==> config.mk <==
export PLATFORM = sky130hd
export DESIGN_NAME = irq_agg
export DESIGN_NICKNAME = d
export VERILOG_FILES = /design/src/rtl/irq_agg_pkg.sv /design/src/rtl/irq_agg_decode.sv /design/src/rtl/irq_agg_status_reg.sv /design/src/rtl/irq_agg_mask_reg.sv /design/src/rtl/irq_agg_rdmux.sv /design/src/rtl/irq_agg.sv
export SDC_FILE = /design/constraint.sdc
export NUM_CORES = 1
export LEC_CHECK = 0
export CORE_MARGIN = 2
export CORE_UTILIZATION = 40
export DETAILED_ROUTE_END_ITERATION = 6
export DONT_BUFFER_PORTS = 1
export GPL_TIMING_DRIVEN = 0
export PLACE_DENSITY_LB_ADDON = 0.25
export SLEW_MARGIN = 20
export SYNTH_ARGS = -nofsm -noshare
export SYNTH_HDL_FRONTEND = slang
export SYNTH_SLANG_ARGS = --single-unit
==> constraint.sdc <==
create_clock -name clk -period 0.8 [get_ports clk]
set_input_delay 0.04 -clock clk [delete_from_list [all_inputs] [get_ports clk]]
set_output_delay 0.04 -clock clk [all_outputs]
set_load 0.03 [all_outputs]
==> src/rtl/irq_agg_pkg.sv <==
package irq_agg_pkg;

    localparam int NSRC = 3;

    // Source bit positions; software decodes these.
    localparam int SRC_BADACC = 0;
    localparam int SRC_ABORT  = 1;
    localparam int SRC_READY  = 2;

    typedef enum logic [2:0] {
        SEL_STATUS,
        SEL_MASK,
        SEL_UNMASK,
        SEL_SETMASK,
        SEL_FORCE,
        SEL_NONE
    } reg_sel_e;

    typedef struct packed {
        logic status;
        logic mask;
        logic unmask;
        logic setmask;
        logic force_set;
    } wr_strobe_t;

    function automatic reg_sel_e addr_to_sel(input logic [7:0] a);
        case (a)
            8'h00:   return SEL_STATUS;
            8'h04:   return SEL_MASK;
            8'h08:   return SEL_UNMASK;
            8'h0C:   return SEL_SETMASK;
            8'h10:   return SEL_FORCE;
            default: return SEL_NONE;
        endcase
    endfunction

endpackage

==> src/rtl/irq_agg_decode.sv <==
module irq_agg_decode
    import irq_agg_pkg::*;
#(
    parameter int AW = 8
) (
    input  logic          wr_en,
    input  logic [AW-1:0] wr_addr,
    output wr_strobe_t    strobe
);
    reg_sel_e sel;

    always_comb begin
        sel    = addr_to_sel(8'(wr_addr));
        strobe = '0;
        if (wr_en) begin
            unique case (sel)
                SEL_STATUS:  strobe.status    = 1'b1;
                SEL_MASK:    strobe.mask      = 1'b1;
                SEL_UNMASK:  strobe.unmask    = 1'b1;
                SEL_SETMASK: strobe.setmask   = 1'b1;
                SEL_FORCE:   strobe.force_set = 1'b1;
                default:     strobe           = '0;
            endcase
        end
    end
endmodule

==> src/rtl/irq_agg_status_reg.sv <==
module irq_agg_status_reg #(
    parameter int N = 3
) (
    input  logic         clk,
    input  logic         rst_n,
    input  logic         clr_we,
    input  logic         set_we,
    input  logic [N-1:0] bits,
    input  logic [N-1:0] evt,
    output logic [N-1:0] status
);
    for (genvar i = 0; i < N; i++) begin : g_bit
        logic set_i;
        logic clr_i;
        assign set_i = evt[i] | (set_we & bits[i]);
        assign clr_i = clr_we & bits[i];

        // set takes priority over clear
        always_ff @(posedge clk or negedge rst_n) begin
            if (!rst_n)     status[i] <= 1'b0;
            else if (set_i) status[i] <= 1'b1;
            else if (clr_i) status[i] <= 1'b0;
        end
    end
endmodule

==> src/rtl/irq_agg_mask_reg.sv <==
module irq_agg_mask_reg #(
    parameter int N = 3
) (
    input  logic         clk,
    input  logic         rst_n,
    input  logic         unmask_we,
    input  logic         setmask_we,
    input  logic [N-1:0] bits,
    output logic [N-1:0] mask
);
    always_ff @(posedge clk or negedge rst_n) begin
        if (!rst_n)          mask <= '1;
        else if (unmask_we)  mask <= mask & ~bits;
        else if (setmask_we) mask <= mask | bits;
    end
endmodule

==> src/rtl/irq_agg_rdmux.sv <==
module irq_agg_rdmux
    import irq_agg_pkg::*;
#(
    parameter int AW = 8,
    parameter int DW = 32,
    parameter int N  = 3
) (
    input  logic [AW-1:0] rd_addr,
    input  logic [N-1:0]  status,
    input  logic [N-1:0]  mask,
    output logic [DW-1:0] rd_data
);
    localparam int PAD = DW - N;

    always_comb begin
        unique case (addr_to_sel(8'(rd_addr)))
            SEL_STATUS: rd_data = {{PAD{1'b0}}, status};
            SEL_MASK:   rd_data = {{PAD{1'b0}}, mask};
            default:    rd_data = '0;
        endcase
    end
endmodule

==> src/rtl/irq_agg.sv <==
module irq_agg
    import irq_agg_pkg::*;
#(
    parameter int AW = 8,
    parameter int DW = 32
) (
    input  logic          clk,
    input  logic          rst_n,
    input  logic          wr_en,
    input  logic [AW-1:0] wr_addr,
    input  logic [DW-1:0] wr_data,
    input  logic [AW-1:0] rd_addr,
    output logic [DW-1:0] rd_data,
    input  logic [NSRC-1:0] src_evt,
    output logic          irq
);
    wr_strobe_t      strobe;
    logic [NSRC-1:0] wbits;
    logic [NSRC-1:0] status_q;
    logic [NSRC-1:0] mask_q;

    // reserved upper write bits are dropped here
    assign wbits = wr_data[NSRC-1:0];

    irq_agg_decode #(.AW(AW)) u_dec (
        .wr_en   (wr_en),
        .wr_addr (wr_addr),
        .strobe  (strobe)
    );

    irq_agg_status_reg #(.N(NSRC)) u_status (
        .clk    (clk),
        .rst_n  (rst_n),
        .clr_we (strobe.status),
        .set_we (strobe.force_set),
        .bits   (wbits),
        .evt    (src_evt),
        .status (status_q)
    );

    irq_agg_mask_reg #(.N(NSRC)) u_mask (
        .clk        (clk),
        .rst_n      (rst_n),
        .unmask_we  (strobe.unmask),
        .setmask_we (strobe.setmask),
        .bits       (wbits),
        .mask       (mask_q)
    );

    irq_agg_rdmux #(.AW(AW), .DW(DW), .N(NSRC)) u_rd (
        .rd_addr (rd_addr),
        .status  (status_q),
        .mask    (mask_q),
        .rd_data (rd_data)
    );

    assign irq = |(status_q & ~mask_q);
endmodule

Yosys cells after proc, flatten, opt, wreduce, memory -nomap -nowiden:

Index checks and enable logic that the tools add are counted.

* divide/modulo/power cells: 0
* $lt $le $gt $ge: 0
* reduce and logical (&&, ||, !) cells: 9
* add/sub/neg operators: 0
* eq/ne operators: 13
* multiplexer cells: 17
* multipliers: 0
* bitwise operators: 14
* shift-type cells: 0

Operator list (count)
* equality test 8 x 4 -> 1 bit (second input constant): 4
* case mux 3 bit (5 select lines): 2
* equality test 8 x 3 -> 1 bit (second input constant): 2
* equality test 8 x 5 -> 1 bit (second input constant): 2
* logical NOT 8 bit: 2
* two-way mux 1 bit: 11
* nonzero test 2 bit: 4
* AND 1 bit: 6
* AND 3 bit: 2
* equality test 3 x 1 -> 1 bit (second input constant): 2
* equality test 3 x 2 -> 1 bit (second input constant): 2
* logical NOT 3 bit: 2
* two-way mux 3 bit: 2
* inverter 3 bit: 2
* case mux 3 bit (2 select lines): 1
* two-way mux 5 bit: 1
* equality test 3 bit (second input constant): 1
* bitwise OR 1 bit: 3
* bitwise OR 3 bit: 1
* OR reduction 3 bit: 1

* ROM bits: 0
* memories kept: 0
* output and inout port bits: 33
* flip-flop bits (word level): 6
* RAM bits: 0
* latch bits: 0
* logic and storage cells: 57
* bits of input ports: 54

Longest topological paths before layout:

* depth after elaboration: 8
* depth in mapped cells: 3
* gate-level depth less buffers: 3

Cells and area by module:

Synthesis repeated with hierarchy kept, for this count alone.

* cells, all modules: 70
* area, all modules: 618.1 µm²

Modules (own cells, without submodules)
* irq_agg_rdmux: times used 1, seq. area each 0.0 µm², cells an instance 38, area an instance 284.0 µm²
* irq_agg_status_reg: times used 1, seq. area each 75.1 µm², cells an instance 9, area an instance 116.4 µm²
* irq_agg_mask_reg: times used 1, seq. area each 78.8 µm², cells an instance 9, area an instance 108.9 µm²
* irq_agg_decode: times used 1, seq. area each 0.0 µm², cells an instance 10, area an instance 80.1 µm²
* irq_agg: times used 1, seq. area each 0.0 µm², cells an instance 4, area an instance 28.8 µm²

Least setup slack after synthesis:

No wires, ideal clock.

* kind: reg-to-output
* start: register (tool-made name)
* end: output rd_data[0]
* cell stages (with the launch flop): 3
* arrival: 0.981 ns
* slack: -0.221 ns
* data required time: 0.760 ns
* path buffers: 0
* path through: dfstp_2 mux2i_1 nor2_1

RTL lines
* end: declaration: RTL line irq_agg.sv:13 `output logic [DW-1:0] rd_data,`

==> impl_metrics.py <==
metrics = {
    "pwr": {
        "ir_worst_vdd_v": 0.001312,
        "power_leakage_nw": 0.4838,
        "p_seq_share_pct": 31.9,
        "switching_share_pct": 34.74,
        "fin_total_pwr_w": 0.001026,
        "switching_power_w": 0.0003564,
        "power_density_nw_per_um2": 1111,
        "clock_power_share_pct": 29.3,
        "p_int_w": 0.0006693,
        "power_frac_comb_pct": 38.8,
    },
    "worst_setup_path": {
        "cp_data_required_time_ns": 0.76,
        "crit_path_cell_trace": "o22ai_2, o21bai_4",
        "cpMaxStageDelayCell": "dfstp_2",
        "end_kind": "output pin",
        "critPathKind": "flip-flop to output pin",
        "cpPeakStageDelay_ns": 0.56,
        "worstReg2RegStart": "u_status.status[2]",
        "start_kind": "flip-flop",
        "crit_arrival_ns": 1.11,
        "crit_fanout": 3,
    },
    "sta": {
        "min_period_ns": 1.153,
        "max_freq_ghz": 0.8674,
        "timing.final.crit_share_pct": 144.1,
        "final-setup-viol-count": 9,
        "finalHoldViolCount": 0,
        "maxSlewViolCount": 0,
        "setup_ws_ns": -0.3528,
        "rsz0062_at_grt": "true",
        "fin_skew_ns": 0,
    },
    "layout": {
        "final_nets": 164,
        "layout.cells.non_filler": 125,
        "diodes": 0,
        "drive_gt1_share_pct": 47.71,
        "area_delta_synth_final_pct": 50.92,
        "fillers": 135,
    },
    "clocking": {
        "cts_buffers": 3,
        "ctsHtreeMaxLevel": 1,
        "cts-root-buf": "clkbuf_4",
        "clk_pin_slew_ns": 0.05,
        "clkLatencyLatePin_ns": 0.24,
        "cts_buffer_depth": 2,
        "cts_tree": "yes",
        "clock_sinks": 6,
    },
    "placement": {
        "port_buffers": 0,
        "pre_cts_ws_ns": -0.2429,
        "place_congestion": 0.6888,
        "dp.cells": 111,
        "dp_hpwl_um": 1025,
    },
    "logic_synthesis": {
        "syn_inst": 67,
        "async_reset_ff_share_pct": 100.0,
        "avgSynthCellArea_um2": 9.132,
        "synth-main-ff-cell": "dfstp_2",
        "ys_ff_latch": 6,
        "ys.warnings.count": 0,
        "synth_area_leaders": "buf_4 (36%), dfstp_2 (13%), dfrtp_1 (12%)",
        "ys_seq_area_share_pct": 25.15,
        "yosysTopAreaCell": "buf_4",
        "syn-cell-area_um2": 611.8,
        "yosysUniqueCellTypes": 20,
        "synth_edf_count": 0,
        "synth_top_area_share_pct": 35.58,
    },
    "grt": {
        "grt_pass1_wl_um": 1952,
        "grt-ovfl-total": 0,
        "grt_max_degree": 8,
        "grt_pass1_vias": 477,
        "grt_antenna_before_repair": 0,
        "grt_usage_pct": 14.25,
    },
    "floorplanning": {
        "start_util_pct": 41.58,
        "die_h_um": 43.11,
        "dieArea_um2": 1858,
        "fp.dieW_um": 43.11,
        "placementRows": 14,
        "ios": 87,
        "core_um2": 1471,
    },
    "hold_path": {
        "hp-class": "primary input to flip-flop",
        "worstHoldStart": "wr_data[0]",
    },
    "drt": {
        "routed_wl_um": 1319,
        "first_pass_iters": 2,
        "vias": 515,
        "vias_per_cell": 4.120,
        "wire_per_inst_um": 10.55,
        "remaining_drc_errors": 0,
        "antenna_left": 0,
        "drt_iter0_drc": 1,
    },
    "status": {
        "status": "finished with violations",
        "violations": "negative setup slack",
    },
    "job": {
        "drv_cap": 0,
    },
}
## area by class of cell
type / instances / area [um^2] / area share [%]
well taps: 16 / 20.02 / 2.168
inverters: 3 / 11.26 / 1.220
clock buffers: 4 / 26.28 / 2.846
multi-input cells: 57 / 392.9 / 42.55
flip-flops and latches: 6 / 153.9 / 16.67
plain buffers: 29 / 217.7 / 23.58
repair buffers: 10 / 101.3 / 10.98
## synthesized netlist by cell type, types with 3 or more instances
master   count
mux2i_1      3
nor2_1       4
dfrtp_1      3
a311o_1      3
a31oi_1      3
dfstp_2      3
mux2_1       3
buf_4       29
nand4_1      3
inv_1        3
## worst paths after layout
check                      slack (ns)                    endpoint  depth (start not counted)
min reg2reg                      0.64                   flip-flop                          1
min in group asynchronous        0.10          u_status.status[2]                          1
max in group asynchronous        0.43  asynchronous set/reset pin                          1
max reg2reg                     -0.14          u_status.status[2]                          3
min                              0.02                   flip-flop                          2
max                             -0.35                         irq                          2
## critical path, delay by kind of cell (launching register included)
kind           cells  cell delay, ns
AO/OA/AOI/OAI      2            0.31
flip-flops         1            0.56
## stage by stage
stage	setup TNS, ns	hold WS [ns]	util (%)	cell area [um^2]
after detailed placement	-1.810	-0.2554	50.85	748.2
after global routing	-2.084	0.03029	62.76	923.4
after global placement	-1.686	-0.2554	50.85	748.2
final	-1.773	0.01834	62.76	923.4
after CTS	-1.728	0.03264	61.31	902.1
after floorplan	-1.096	-0.2556	-	728.2
## metal layers
layer	global-route usage (%)	routed length (um)	vias to the layer above
met4	3.636	0	0
met5	0	0	-
li1	-	-	266
met1	14.51	409	209
met3	9.362	229	0
met2	23.88	679	40
## layout by cell type (no fill, tap or decap), types with 2 or more instances in the layout
| cell type | Yosys | layout |
|---|---|---|
| mux2i_2 | 0 | 3 |
| buf_4 | 29 | 29 |
| dfrtp_1 | 3 | 3 |
| nand4_1 | 3 | 3 |
| clkbuf_4 | 0 | 3 |
| a31oi_1 | 3 | 3 |
| conb_1 | 1 | 29 |
| dfstp_2 | 3 | 3 |
| a311o_1 | 3 | 3 |
| mux2_4 | 0 | 2 |
| dlygate4sd3_1 | 0 | 9 |
| inv_2 | 0 | 3 |
| nor2_4 | 0 | 3 |
## kinds of logic after synthesis
kind of cell           count (synthesis)  synth area share (%)
other                                  1                0.6129
AND/OR/NAND/NOR                       14                 16.15
flip-flops                             6                 25.15
buffers and inverters                 32                 37.42
AO/OA/AOI/OAI                          8                 10.23
multiplexers                           6                 10.43
## timing repair
| item | CTS | global route |
|---|---|---|
| pin swaps | 1 | 6 |
| cloned | 0 | 0 |
| setup buffers | 1 | 0 |
| endpoints found under the setup margin | 7 | 10 |
| endpoints found under the hold margin | 12 | 0 |
| hold buffers | 9 | 0 |
| gates resized for setup | 9 | 5 |
## power groups by stage
stage               clock (W)  sequential [W]  combinational (W)
CTS                  0.000306        0.000324           0.000384
global placement            0        0.000328           0.000326
finish               0.000300        0.000327           0.000398
global route         0.000321        0.000328           0.000422
floorplan                   0        0.000326           0.000322
detailed placement          0        0.000329           0.000326
(Power assumes the default switching activity.)
